File: src/rtl/dbr_pkg.sv
package dbr_pkg;
  localparam int unsigned BYTE_W = 8;
  typedef logic [BYTE_W-1:0] byte_t;

  localparam byte_t SYSCTL_REG  = 8'h1A;
  localparam byte_t CHIPID_REG  = 8'h1B;
  localparam byte_t IRQSTAT_REG = 8'h3D;

  localparam byte_t CHIPID_VAL  = 8'hB0;
  localparam byte_t IRQSTAT_VAL = 8'h04;
  localparam byte_t SYSCTL_GNT  = 8'h06;

  localparam int REQ_BIT = 2;
  localparam int GNT_BIT = 1;

  typedef enum logic [2:0] {
    FE_IDLE, FE_ADDR, FE_AACK, FE_WDAT, FE_WACK, FE_RDAT, FE_RACK
  } fe_state_e;
endpackage

File: src/rtl/dbr_sync.sv
module dbr_sync #(
  parameter int STAGES = 2,
  parameter int WIDTH  = 2
) (
  input  logic             clk,
  input  logic             rst_n,
  input  logic [WIDTH-1:0] d,
  output logic [WIDTH-1:0] q
);
  for (genvar i = 0; i < WIDTH; i++) begin : g_bit
    logic [STAGES-1:0] sh;
    always_ff @(posedge clk or negedge rst_n) begin
      if (!rst_n) sh <= '1;
      else        sh <= {sh[STAGES-2:0], d[i]};
    end
    assign q[i] = sh[STAGES-1];
  end
endmodule

File: src/rtl/dbr_i2c_fe.sv
module dbr_i2c_fe
  import dbr_pkg::*;
#(
  parameter logic [6:0] DEV_ADDR = 7'h39
) (
  input  logic  clk,
  input  logic  rst_n,
  input  logic  scl_s,
  input  logic  sda_s,
  input  byte_t rd_byte,
  output logic  sda_oe,
  output logic  ev_start,
  output logic  wr_stb,
  output byte_t wr_byte,
  output logic  rd_stb
);
  localparam logic [3:0] BITS_PER_BYTE = 4'd8;

  fe_state_e  state, state_n;
  logic [3:0] cnt, cnt_n;
  byte_t      shreg, shreg_n;
  logic       rw, rw_n;
  logic       mack, mack_n;
  logic       oe_n;
  logic       scl_p, sda_p;
  logic       start_ev, stop_ev, rise, fall;

  assign start_ev = scl_s & scl_p & sda_p & ~sda_s;
  assign stop_ev  = scl_s & scl_p & ~sda_p & sda_s;
  assign rise     = scl_s & ~scl_p;
  assign fall     = ~scl_s & scl_p;
  assign wr_byte  = shreg;

  always_comb begin
    state_n  = state;
    cnt_n    = cnt;
    shreg_n  = shreg;
    rw_n     = rw;
    mack_n   = mack;
    oe_n     = sda_oe;
    ev_start = 1'b0;
    wr_stb   = 1'b0;
    rd_stb   = 1'b0;
    if (start_ev) begin
      state_n  = FE_ADDR;
      cnt_n    = 4'd0;
      oe_n     = 1'b0;
      ev_start = 1'b1;
    end else if (stop_ev) begin
      state_n = FE_IDLE;
      oe_n    = 1'b0;
    end else begin
      case (state)
        FE_ADDR, FE_WDAT: begin
          if (rise) begin
            shreg_n = {shreg[BYTE_W-2:0], sda_s};
            cnt_n   = cnt + 4'd1;
          end else if (fall && cnt == BITS_PER_BYTE) begin
            if (state == FE_WDAT) begin
              wr_stb  = 1'b1;
              state_n = FE_WACK;
              oe_n    = 1'b1;
            end else if (shreg[7:1] == DEV_ADDR) begin
              state_n = FE_AACK;
              rw_n    = shreg[0];
              oe_n    = 1'b1;
            end else begin
              state_n = FE_IDLE;
            end
          end
        end
        FE_AACK, FE_RACK: begin
          if (rise && state == FE_RACK) begin
            mack_n = ~sda_s;
          end else if (fall) begin
            cnt_n = 4'd0;
            if (state == FE_AACK && !rw) begin
              state_n = FE_WDAT;
              oe_n    = 1'b0;
            end else if (state == FE_AACK || mack) begin
              state_n = FE_RDAT;
              shreg_n = rd_byte;
              rd_stb  = 1'b1;
              oe_n    = ~rd_byte[BYTE_W-1];
            end else begin
              state_n = FE_IDLE;
              oe_n    = 1'b0;
            end
          end
        end
        FE_WACK: begin
          if (fall) begin
            state_n = FE_WDAT;
            cnt_n   = 4'd0;
            oe_n    = 1'b0;
          end
        end
        FE_RDAT: begin
          if (rise) begin
            cnt_n = cnt + 4'd1;
          end else if (fall) begin
            if (cnt == BITS_PER_BYTE) begin
              state_n = FE_RACK;
              oe_n    = 1'b0;
            end else begin
              shreg_n = {shreg[BYTE_W-2:0], 1'b0};
              oe_n    = ~shreg[BYTE_W-2];
            end
          end
        end
        default: ;
      endcase
    end
  end

  always_ff @(posedge clk or negedge rst_n) begin
    if (!rst_n) begin
      state  <= FE_IDLE;
      cnt    <= 4'd0;
      shreg  <= '0;
      rw     <= 1'b0;
      mack   <= 1'b0;
      sda_oe <= 1'b0;
      scl_p  <= 1'b1;
      sda_p  <= 1'b1;
    end else begin
      state  <= state_n;
      cnt    <= cnt_n;
      shreg  <= shreg_n;
      rw     <= rw_n;
      mack   <= mack_n;
      sda_oe <= oe_n;
      scl_p  <= scl_s;
      sda_p  <= sda_s;
    end
  end


  wack_drive_chk: assert property (@(posedge clk) disable iff (!rst_n)
    state == FE_WACK |-> sda_oe);


  addr_match_chk: assert property (@(posedge clk) disable iff (!rst_n)
    (state == FE_AACK && $past(state) != FE_AACK) |-> $past(shreg[7:1]) == DEV_ADDR);


  idle_quiet_chk: assert property (@(posedge clk) disable iff (!rst_n)
    (state == FE_IDLE && $past(state) == FE_IDLE) |-> !sda_oe);
endmodule

File: src/rtl/dbr_regs.sv
module dbr_regs
  import dbr_pkg::*;
(
  input  logic  clk,
  input  logic  rst_n,
  input  logic  ev_start,
  input  logic  wr_stb,
  input  byte_t wr_byte,
  input  logic  rd_stb,
  output byte_t rd_byte,
  output logic  ddc_mode
);
  byte_t ptr, ptr_n;
  logic  load_pend, load_n;
  logic  req, req_n;
  logic  mode_n;
  logic  ptr_en;

  assign ptr_en = wr_stb | rd_stb;

  always_comb begin
    ptr_n  = ptr;
    load_n = load_pend;
    req_n  = req;
    mode_n = ddc_mode;
    if (ev_start) load_n = 1'b1;
    if (wr_stb) begin
      if (load_pend) begin
        ptr_n  = wr_byte;
        load_n = 1'b0;
      end else begin
        if (ptr == SYSCTL_REG) begin
          if (wr_byte[REQ_BIT]) begin
            req_n = 1'b1;
            if (wr_byte[GNT_BIT]) mode_n = 1'b1;
          end else begin
            req_n  = 1'b0;
            mode_n = 1'b0;
          end
        end
        ptr_n = ptr + 8'd1;
      end
    end else if (rd_stb) begin
      ptr_n = ptr + 8'd1;
    end
  end

  always_comb begin
    case (ptr)
      SYSCTL_REG:  rd_byte = req ? SYSCTL_GNT : 8'h00;
      CHIPID_REG:  rd_byte = CHIPID_VAL;
      IRQSTAT_REG: rd_byte = IRQSTAT_VAL;
      default:     rd_byte = 8'h00;
    endcase
  end

  always_ff @(posedge clk or negedge rst_n) begin
    if (!rst_n) begin
      ptr       <= '0;
      load_pend <= 1'b0;
      req       <= 1'b0;
      ddc_mode  <= 1'b0;
    end else begin
      if (ptr_en) ptr <= ptr_n;
      load_pend <= load_n;
      req       <= req_n;
      ddc_mode  <= mode_n;
    end
  end


  rd_incr_chk: assert property (@(posedge clk) disable iff (!rst_n)
    rd_stb |=> ptr == $past(ptr) + 8'd1);


  ptr_load_chk: assert property (@(posedge clk) disable iff (!rst_n)
    (wr_stb && load_pend) |=> (ptr == $past(wr_byte) && !load_pend && ddc_mode == $past(ddc_mode)));


  mode_needs_req_chk: assert property (@(posedge clk) disable iff (!rst_n)
    ddc_mode |-> req);


  mode_drop_src_chk: assert property (@(posedge clk) disable iff (!rst_n)
    $fell(ddc_mode) |-> $past(wr_stb) && $past(ptr) == SYSCTL_REG);
endmodule

File: src/rtl/dbr_i2c_target.sv
module dbr_i2c_target #(
  parameter logic [6:0] DEV_ADDR    = 7'h39,
  parameter int         SYNC_STAGES = 2
) (
  input  logic clk,
  input  logic rst_n,
  input  logic scl_i,
  input  logic sda_i,
  output logic sda_oe_o,
  output logic ddc_mode_o
);
  import dbr_pkg::*;

  logic [1:0] bus_s;
  logic       ev_start, wr_stb, rd_stb;
  byte_t      wr_byte, rd_byte;

  dbr_sync #(.STAGES(SYNC_STAGES), .WIDTH(2)) u_sync (
    .clk(clk), .rst_n(rst_n), .d({scl_i, sda_i}), .q(bus_s)
  );

  dbr_i2c_fe #(.DEV_ADDR(DEV_ADDR)) u_fe (
    .clk(clk), .rst_n(rst_n), .scl_s(bus_s[1]), .sda_s(bus_s[0]),
    .rd_byte(rd_byte), .sda_oe(sda_oe_o), .ev_start(ev_start),
    .wr_stb(wr_stb), .wr_byte(wr_byte), .rd_stb(rd_stb)
  );

  dbr_regs u_regs (
    .clk(clk), .rst_n(rst_n), .ev_start(ev_start), .wr_stb(wr_stb),
    .wr_byte(wr_byte), .rd_stb(rd_stb), .rd_byte(rd_byte),
    .ddc_mode(ddc_mode_o)
  );
endmodule

File: config.mk
export PLATFORM = sky130hd
export DESIGN_NAME = dbr_i2c_target
export DESIGN_NICKNAME = d
export VERILOG_FILES = /design/src/rtl/dbr_pkg.sv /design/src/rtl/dbr_sync.sv /design/src/rtl/dbr_i2c_fe.sv /design/src/rtl/dbr_regs.sv /design/src/rtl/dbr_i2c_target.sv
export SDC_FILE = /design/constraint.sdc
export NUM_CORES = 1
export LEC_CHECK = 0
export ABC_CLOCK_PERIOD_IN_PS = 5100
export BUFFER_PORTS_ARGS = -buffer_cell sky130_fd_sc_hd__buf_4
export CORE_ASPECT_RATIO = 1.75
export CORE_MARGIN = 2
export CORE_UTILIZATION = 55
export DETAILED_ROUTE_END_ITERATION = 6
export GPL_ROUTABILITY_DRIVEN = 0
export PLACE_DENSITY_LB_ADDON = 0.25
export SLEW_MARGIN = 30
export SYNTH_ARGS = -nofsm -noshare
export SYNTH_HDL_FRONTEND = slang
export SYNTH_HIERARCHICAL = 1
export SYNTH_SLANG_ARGS = --single-unit
File: constraint.sdc
create_clock -name clk -period 5.1 [get_ports clk]
set_clock_uncertainty 0.15 [all_clocks]
set_input_delay 1.02 -clock clk [delete_from_list [all_inputs] [get_ports clk]]
set_output_delay 1.02 -clock clk [all_outputs]
set_load 0.1 [all_outputs]
# Yosys cells after proc, flatten, opt, wreduce, memory -nomap -nowiden
# Index checks and enable logic that the tools add are counted.
# word_totals
ff_bits	35
in_bits	4
output_inout_bits	2
# classes
addsub	2
eq_ne	32
muxes	70
n_bitwise	19
n_reduce_logical	21
# ops
cell	count
2-to-1 mux 8 bit	11
one-hot mux 8 bit (3 select lines)	2
2-to-1 mux 3 bit	14
2-to-1 mux 1 bit	34
2-to-1 mux 4 bit	5
!= test 4 x 1 -> 1 bit (second input constant)	5
AND reduction 9 bit	2
== test 8 x 5 -> 1 bit (second input constant)	2
!= test 4 x 2 -> 1 bit (second input constant)	3
one-hot mux 3 bit (4 select lines)	1
one-hot mux 4 bit (3 select lines)	1
AND reduction 4 bit	3
NOT 1 bit	11
AND reduction 11 bit	1
!= test 2 x 1 -> 1 bit (second input constant)	5
!= test 2 bit (second input constant)	5
== test 3 bit (second input constant)	3
adder 8 x 1 -> 8 bit (second input constant)	1
== test 8 x 6 -> 1 bit (second input constant)	1
bitwise AND 1 bit	7
== test 7 x 6 -> 1 bit (second input constant)	1
AND reduction 7 bit	1
== test 3 x 2 -> 1 bit (second input constant)	2
nonzero test 6 bit	1
other kinds (19)	22

# Longest topological paths before layout
# Gate-level depths: netlist of run 1.
# depth
word_depth	11
depth_mapped	10
ltp_nobuf	9

# Hierarchy
# Netlist of run 1, hierarchy kept.
# by_module_without_submodules
module	instances	cells_per_inst	area_each_um2
dbr_i2c_fe	1	146	1266.2
dbr_regs	1	80	725.7
dbr_sync	1	6	120.1

# Worst setup path after synthesis of run 1
# No wires, ideal clock.
# synth_timing
kind	reg2reg
startpoint	register u_sync.g_bit[1].sh[1]
endpoint	register u_fe.shreg[0] (netlist: u_fe/wr_byte[0])
arrival_time_ns	1.908
required_time_ns	4.825
path_slack_ns	2.917
path_stages_with_launch	6
path_cell_list	dfstp_2 buf_4 nor2b_1 o22ai_1 nor4_4 mux2_2
# synth_between
elab_chain_len	5
word_cells_on_any_way	17
# synth_rtl
element	line	source
from (decl)	dbr_sync.sv:11	logic [STAGES-1:0] sh;
from (signal assigned)	dbr_sync.sv:14	else sh <= {sh[STAGES-2:0], d[i]};
bitwise AND 1 bit	dbr_i2c_fe.sv:28, dbr_i2c_fe.sv:29	
bitwise AND 1 bit (on tied branches) (2 in series)	dbr_i2c_fe.sv:28, dbr_i2c_fe.sv:29	
NOT 1 bit (no source line)	n/a	
AND reduction 11 bit (no source line) (*)	n/a	
to (signal assigned)	dbr_i2c_fe.sv:129	shreg <= shreg_n;
to (decl)	dbr_i2c_fe.sv:21	byte_t shreg, shreg_n;
# Mark *: on every way between the ends. The rest lies on a longest branch, timed or not.
# A chain may end at the register's enable or synchronous reset.

# Worst setup path in the final report of run 1
# layout_timing
startpoint	register u_fe.state[1]
endpoint	register u_regs.ptr[7]
# layout_between
elab_chain_len	11
word_cells_on_any_way	26
# layout_rtl
element	line	source
from (decl)	dbr_i2c_fe.sv:19	fe_state_e state, state_n;
from (signal assigned)	dbr_i2c_fe.sv:127	state <= state_n;
== test 3 x 2 -> 1 bit	dbr_i2c_fe.sv:53, dbr_i2c_fe.sv:77, dbr_i2c_fe.sv:80	
logical OR 1 bit	dbr_i2c_fe.sv:80	end else if (state == FE_AACK || mack) begin
2-to-1 mux 1 bit	dbr_i2c_fe.sv:80	
2-to-1 mux 1 bit	dbr_i2c_fe.sv:77	if (state == FE_AACK && !rw) begin
2-to-1 mux 1 bit	dbr_i2c_fe.sv:75	end else if (fall) begin
2-to-1 mux 1 bit	dbr_i2c_fe.sv:73	if (rise && state == FE_RACK) begin
2-to-1 mux 1 bit (*)	dbr_i2c_fe.sv:53	case (state)
2-to-1 mux 1 bit (*)	dbr_i2c_fe.sv:49	end else if (stop_ev) begin
2-to-1 mux 1 bit (*)	dbr_i2c_fe.sv:44	if (start_ev) begin
via rd_stb	dbr_i2c_target.sv:15	logic ev_start, wr_stb, rd_stb;
nonzero test 2 bit (no source line) / OR 1 bit (equally long branches)	n/a	
AND reduction 2 bit (no source line) (*)	n/a	
to (signal assigned)	dbr_regs.sv:64	if (ptr_en) ptr <= ptr_n;
to (decl)	dbr_regs.sv:13	byte_t ptr, ptr_n;
# Mark *: on every way through the listed nets, which the timed path passes. The rest lies on a longest branch.

==> reports/summary.md, run 1 <==
The number of hold-slack violations in the final timing report is 0, and the measured slew at the worst slew-check pin is 859.8 ps. The die covers 4371 um^2. Tightest hold margin: 207.8 ps. Count of synthesis-stage warnings from yosys: 6. Summing the sequential cell areas from Yosys gives 41.82% of the chip area.

Global routing finished with a remaining overflow of 0. The number of flops mapped to enable cells by yosys was 0; the final-report max-slew violation count was 0. Based on the critical path, the design can be clocked at up to 0.3770 GHz.

The library cell used as clock root buffer was clkbuf_8. The utilization after layout was 60.81%; the worst slew slack as a fraction of its limit was 41.87%. The worst path uses 52.02% of the clock period. The count of standard-cell rows is 29, and the starting density of the core is 57.63%. The worst-case vdd ir drop came out at 0.2024 mV.

The type of origin of the critical path was a register. For this run, design rule violations remaining after detail routing come to 0. TritonCTS built the clock tree. After detailed routing, the total wire length is 4.268 mm. The first-pass iteration count of the detailed router was 4; the quantity of I/O buffers inserted on ports was 5.

For this run, the number of standard cells in the final layout without fillers is 275. For the number of instances in the synthesized netlist, the log shows 232. Post-place setup slack: 2512 ps. The run gives 0 as the initial antenna violation count. The region available for standard cell placement spans 3665 um^2. The area overhead of the layout relative to synthesis was 5.510%; the power per cell area was 290.0 nW/um^2.

The overall die height is 85.98 um, and the clock period minus worst slack is 2653 ps. The number of distinct library cell variants in the gate-level netlist after synthesis is 48, and the placed instance count is 267. Clock-pin slew was measured on the worst setup and hold paths at 80 ps. The run gives 0 as the total inserted antenna cells. Wire length per cell: 15.52 um. The clock reaches the later pin of the worst-skew pair after 290 ps. Of all nets on the critical path, the largest fanout is 17.

The library cells used most frequently in the layout, excluding fill and tap cells, are nand2_1, dfrtp_1, nor2_1. Final design area excluding fillers: 2228 um^2. In this run, synthesis produced a sequential element count of 35.

Across the run, the number of max-cap violations was 0. The worst setup path is of the reg2reg kind. The analysis attributes to cell leakage a power of 0.9851 nW. The run finished with clean final reports. For the number of violations reported at the end of detailed-routing iteration 0, the log shows 55. The logs give 0.6463 mW for the post-layout total power and 0 for the number of hold buffers added after cts.

The number of instances resized during post-cts repair is 0. Post-synth design cell area: 2112 um^2. The setup slack after layout came out at 2447 ps. Global routing used 23.11% of the available tracks across all layers. Counting every sink on the clock net gives 35.

Setup repair after global routing left no endpoint under its margin. In the routed layout, each cell is associated on average with a via count of 5.884. The sum of net half-perimeters after detailed placement was 3.142 mm. The cell type with the largest total area after synthesis is dfrtp_1. The count of nets after finishing is 237.

Leaving out fill and tap cells, the most frequent cell in the layout is nand2_1. Overall die width: 50.85 um. The placed instances occupy a cell area of 2116 um^2. In this run the remaining antenna-violating nets after routing total 0. Summed over all failing endpoints, the final setup total negative slack is 0 ps. Data on the critical path is required at its endpoint by 5170 ps. The pin count of the biggest net entering global routing is 36, and the total number of vias is 1618. Counting along the longest clock path gives a buffer depth of 2. The final setup violation count was 0.

The endpoint arrival time on the critical path is 2730 ps. The class of the tightest hold or removal check is reg2reg. Cells with a size suffix above 1 make up 14.85% of the layout.

For this run, the leading register cell type out of synthesis is dfrtp_1. The first global-routing pass estimated 7.576 mm of wire. In the synthesized netlist the async set-or-reset flop fraction comes to 100.0%. The worst setup path is captured at a register.

Buffers inserted during clock tree synthesis total 5. Yosys attributes the largest share of cell area to dfrtp_1, dfstp_2, nand2_1, mux2_2, nor2_1. The top cell type by area accounts for 34.36% of the synthesized area. The via count of the first global-routing pass is 1667, and the number of H-tree branching levels is 2. In this run the mean area of a mapped cell was 9.104 um^2.

The tools report the I/O pin count as 6. Buffers added to address setup during post-CTS repair amount to 0.
==> worst max-delay path, cell delays in order, from the launching register on <==
cell and delay [ps]:
dfrtp_1 610, nor2b_1 650, nand2_1 110, a21oi_1 340, o21ai_0 240, or3_1 400, nand3_1 90
==> power breakdown <==
part	total, mW	switching (mW)	internal (mW)
combinational	0.0645	0.0343	0.0303
clock	0.248	0.102	0.145
sequential	0.334	0.0322	0.302
total	0.646	0.169	0.477
==> state kept, by name, indices dropped and copies added, names as in the netlist <==
name              flops
u_fe/cnt              4
u_fe/mack             1
u_fe/rw               1
u_fe/scl_p            1
u_fe/sda_oe           1
u_fe/sda_p            1
u_fe/state            3
u_fe/wr_byte          8
u_regs/ddc_mode       1
u_regs/load_pend      1
u_regs/ptr            8
u_regs/req            1
u_sync/g_bit.sh       4
==> final timing paths <==
path                       slack, ps                     to  depth (start not counted)             startpoint
max in group asynchronous       3940             u_fe/sda_p                          1                  rst_n
max                             2450          u_regs/ptr[7]                          6          u_fe/state[1]
min in group asynchronous        520          u_regs/ptr[0]                          1                  rst_n
min reg2reg                      210  u_sync/g_bit[0].sh[1]                          0  u_sync/g_bit[0].sh[0]
max reg2reg                     2450          u_regs/ptr[7]                          6          u_fe/state[1]
min                              210  u_sync/g_bit[0].sh[1]                          0  u_sync/g_bit[0].sh[0]
==> cells by family after synthesis <==
kind of cell / synth area share (%)
AND/OR/NAND/NOR: 23.93
AO/OA/AOI/OAI: 15.05
flip-flops: 41.82
buffers and inverters: 6.635
multiplexers: 6.931
XOR/XNOR: 2.489
adder cells (fa/ha/maj): 2.962
other: 0.1776
==> synthesized netlist by cell type, types with 3 or more instances <==
library cell  number
clkbuf_1           7
a32oi_1            3
nand4_1            3
inv_1             11
mux2i_1            3
nand3_1           12
nor2b_1            3
and3_1             3
o31ai_1            3
o221ai_1           3
nor2_1            20
dfrtp_1           29
buf_2              4
dfstp_2            6
o21ai_0           13
nand2_1           34
ha_1               5
a21oi_1           12
nand2b_1           3
buf_4              7
mux2_2             9
xor2_1             3
xnor2_1            3
==> per-layer routing <==
metal | wire [um] | global-route usage (%) | vias up
li1 | - | - | 807
met1 | 1712 | 24.46 | 783
met4 | 117 | 13.51 | 0
met5 | 0 | 0 | -
met3 | 68 | 4.181 | 9
met2 | 2369 | 41.51 | 19
==> cell type report <==
cell class,instances,area [um^2]
inverter,11,41.29
multi-input combinational,170,1096
tap,46,57.56
clock buffer,5,68.82
fill,329,1436
clock inverter,3,43.79
sequential,35,883.3
timing repair buffer,5,37.54
Note: power is estimated with default switching activity, not from simulation.
==> inputs of run 2 (changes only) <==
--- a/config.mk
+++ b/config.mk
@@ -5,7 +5,8 @@
 export SDC_FILE = /design/constraint.sdc
 export NUM_CORES = 1
 export LEC_CHECK = 0
-export ABC_CLOCK_PERIOD_IN_PS = 5100
+export ABC_AREA = 1
+export ABC_CLOCK_PERIOD_IN_PS = 2500
 export BUFFER_PORTS_ARGS = -buffer_cell sky130_fd_sc_hd__buf_4
 export CORE_ASPECT_RATIO = 1.75
 export CORE_MARGIN = 2
==> constraint.sdc (replaced) <==
create_clock -name clk -period 2.5 [get_ports clk]
set_clock_uncertainty 0.15 [all_clocks]
set_input_delay 0.5 -clock clk [delete_from_list [all_inputs] [get_ports clk]]
set_output_delay 0.5 -clock clk [all_outputs]
set_load 0.1 [all_outputs]
==> run 2 against run 1 <==
Net effect:
- largest cell class unchanged
- final area rose by 9.8%
- final cell count rose by 38%
- global-route usage rose by 2.0 points
- die area rose by 8.6%
- clock power rose by 83%
- register-to-register slack got worse by 2100 ps
- power rose to 3.3 times the previous value
- setup slack got worse by 2100 ps
- non-clock buffer count rose by 2
- area after synthesis rose by 9.2%
- fmax rose by 23%
- critical endpoint is now u_regs/ptr[5]
- combinational power rose to 13 times the previous value
==> reports/summary.md, run 2 <==
The flow ran to the end, and the final reports show no timing, DRC or antenna violations. The number of instances resized during post-cts repair was 0 (unchanged). Setup repair after global routing left no endpoint under its margin. The number of H-tree branching levels is 2 (unchanged). Overall routed net length: 5.072 mm (was 4.268 mm). TritonCTS built the clock tree. The kind of end point of the critical path was a register (unchanged).

For the final setup violation count, the log shows 0 (unchanged). The tools report the count of filler cells inserted in the layout as 405 (was 329). Most area-consuming cells after synthesis: dfrtp_1, nand2_1, dfstp_2, nand3_1, nor2_1 (was dfrtp_1, dfstp_2, nand2_1, mux2_2, nor2_1). The quantity of I/O buffers inserted on ports is 5 (unchanged). Class of the tightest hold or removal check: in2async (was reg2reg).

The utilization after layout was 60.06% (was 60.81%). The total number of vias was 2032 (was 1618); the number of nets still failing antenna checks after routing was 0 (unchanged). The run gives 56.62% (was 57.63%) as the starting density of the core. Critical path's slowest cell: dfstp_2 (was nor2b_1). The global-route wire length before repair is 8.763 mm (was 7.576 mm). The tools report the post-layout instance count excluding filler cells as 380 (was 275). The post-synth design cell area came out at 2306 um^2 (was 2112 um^2). The core outline area was 4073 um^2 (was 3665 um^2); the number of violations reported at the end of detailed-routing iteration 0 was 50 (was 55).

The total clock buffers created by CTS was 5 (unchanged). The overall overflow remaining after global route was 0 (unchanged). The overall die height was 89.66 um (was 85.98 um). Commonest cells after routing, fill and taps aside: nand2_1, nor2_1, inv_1 (was nand2_1, dfrtp_1, nor2_1).

Leading cell types by count after synthesis: nand2_1, nor2_1, inv_1 (was nand2_1, dfrtp_1, nor2_1). For the worst-case vdd ir drop, the log shows 0.4750 mV (was 0.2024 mV). The I/O pin count is 6 (unchanged), and the placement-stage cell area is 2346 um^2 (was 2116 um^2).

The mean instance size in the synthesized netlist came out at 7.095 um^2 (was 9.104 um^2). The number of hold buffers added after cts is 0 (unchanged), and the final design area excluding fillers is 2446 um^2 (was 2228 um^2). The run gives 35 (was 48) as the number of distinct library cell variants in the gate-level netlist after synthesis. The sum of net half-perimeters after detailed placement was 3.865 mm (was 3.142 mm); the clock-pin transition on the worst setup and hold timing paths was 70 ps (was 80 ps).

Initial antenna violation count: 0 (unchanged). The summed negative setup slack over all endpoints is 0 ps (unchanged). The count of buffering cells on the critical path with inverters included came out at 3 (was 0).

TritonCTS sink count: 35 (unchanged). The number of hold-slack violations in the final timing report was 0 (unchanged); the total inserted antenna cells was 0 (unchanged). The area overhead of the layout relative to synthesis was 6.077% (was 5.510%). The run gives 6 (unchanged) as the count of synthesis-stage warnings from yosys.

The tools report the global-route usage over all layers as 25.15% (was 23.11%). The tools report the post-layout total power as 2.140 mW (was 0.6463 mW). The critical path's largest stage delay came out at 570 ps (was 650 ps). The max-cap violation count was 0 (unchanged); the overall die width was 52.95 um (was 50.85 um). The run gives 36 (unchanged) as the pin count of the biggest net entering global routing. The largest fanout on the critical path works out to 16 (was 17). The post-detailed-route via-to-cell ratio was 5.347 (was 5.884); the number of instances in the synthesized netlist was 325 (was 232).

The tools report the area of the die as 4747 um^2 (was 4371 um^2). The run gives 0 (unchanged) as the final-report max-slew violation count. The peak clock frequency supported by timing was 0.4650 GHz (was 0.3770 GHz). The setup slack after layout is 349.7 ps (was 2447 ps), and the wire length per cell is 13.35 um (was 15.52 um). The fraction of synthesized cell area taken by the top area cell type works out to 31.47% (was 34.36%). The number of buffers inserted by post-CTS setup repair was 0 (unchanged). The power per cell area is 875.0 nW/um^2 (was 290.0 nW/um^2). The layout cell share with drive strength beyond 1 is 12.99% (was 14.85%). The first-pass iteration count of the detailed router is 4 (unchanged), and the clock period minus worst slack is 2150 ps (was 2653 ps). The endpoint arrival time on the critical path came out at 2210 ps (was 2730 ps).

Number of flops mapped to enable cells by yosys: 0 (unchanged). The main flop type after synthesis is dfrtp_1 (unchanged). Placed instance count: 372 (was 267).

Cells along the critical path: inv_1 > nor2_1 > nand2_1 > nor2_1 > nand2_2 > inv_1 > nor2_1 > nand2_1 > inv_1 > a21oi_2 (was nor2b_1 > nand2_1 > a21oi_1 > o21ai_0 > or3_1 > nand3_1). The register bit total from synthesis is 35 (unchanged). The type of origin of the critical path was a register (unchanged). The ratio of final minimum period to clock period is 86.01% (was 52.02%). The post-place setup slack was 400.5 ps (was 2512 ps). For the number of remaining DRC errors, the log shows 0 (unchanged).

The run gives 2560 ps (was 5170 ps) as the worst endpoint required time. Count of nets after finishing: 339 (was 237). The share of flip-flops with an asynchronous set or reset after synthesis came out at 100.0% (unchanged). The cell type with the largest total area after synthesis was dfrtp_1 (unchanged).

The count of standard-cell rows came out at 31 (was 29). The static leakage power came out at 1.242 nW (was 0.9851 nW). The tightest hold margin is 9.400 ps (was 207.8 ps). The tools report the number of buffers on the longest clock path as 2 (unchanged). The path type of the worst setup path was reg2reg (unchanged).

Via count of the first global-routing pass: 2007 (was 1667). Library cell used as clock root buffer: clkbuf_8 (unchanged). Largest delay contributor family on the critical path: simple AND/OR/NAND/NOR gates (unchanged).

The commonest non-fill, non-tap cell in the layout was nand2_1 (unchanged). For the post-synthesis sequential area ratio, the log shows 38.31% (was 41.82%). Most numerous cell in the Yosys netlist: nand2_1 (unchanged). The clock latency reported for the late side of the worst-skew pair came out at 280 ps (was 290 ps).
-- run 2: cell count changes in the layout (fill, tap and decap cells not counted), sizes merged, moves of 5 or more --
cell,before,now
nand2,34,119
inv,11,38
nand3,12,33
nor2,20,38
mux2,10,0
o21ai,13,18
-- run 2: kinds of logic (layout without fill, tap and decap cells) --
group                    after synthesis  count (layout)  synth area share, %
adder cells (fa/ha/maj)                5               5                2.713
AND/OR/NAND/NOR                      201             201                39.83
AO/OA/AOI/OAI                         33              33                8.790
XOR/XNOR                               1               1               0.3799
buffers and inverters                 49              53                9.821
other                                  1               3               0.1626
flip-flops                            35              35                38.31
-- run 2: worst paths after layout --
| check | from | endpoint | slack [ps] | depth (start not counted) |
|---|---|---|---|---|
| setup / recovery | u_fe/scl_p | u_regs/ptr[5] | 350 | 10 |
| hold / removal | rst_n | u_fe/wr_byte[6] | 9 | 1 |
| setup reg to reg | u_fe/scl_p | u_regs/ptr[5] | 350 | 10 |
| hold reg to reg | u_sync/g_bit[0].sh[0] | u_sync/g_bit[0].sh[1] | 210 | 0 |
| max in group asynchronous | rst_n | u_sync/g_bit[0].sh[0] | 1860 | 1 |
| min in group clk | scl_i | u_sync/g_bit[1].sh[0] | 170 | 1 |
-- run 2: power breakdown --
part	total [mW]	switching, mW	internal (mW)
Clock	0.454	0.203	0.252
Combinational	0.867	0.596	0.271
Sequential	0.819	0.139	0.680
Total	2.14	0.937	1.20
-- run 2: area by class of cell --
type                    count  area, um^2  area share (%)
clock buffers               8       100.1           4.092
inverters                  38       145.1           5.933
multi-input cells         243        1204           49.21
flip-flops and latches     35       883.3           36.11
well taps                  49       61.31           2.506
repair buffers              7       52.55           2.148
-- run 2: worst register-to-register path, cell delays in order (launching register included) --
cell and delay, ps:
dfstp_2 570, inv_1 60, nor2_1 220, nand2_1 130, nor2_1 240, nand2_2 250, inv_1 190, nor2_1 60
nand2_1 60, inv_1 40, a21oi_2 100
-- run 2: layer usage --
layer	track usage, %	routed length (um)	vias to the layer above
met5	0	0	-
met4	13.05	181	0
met3	3.974	97	16
met2	48.18	2841	29
met1	24.97	1951	961
li1	-	-	1026
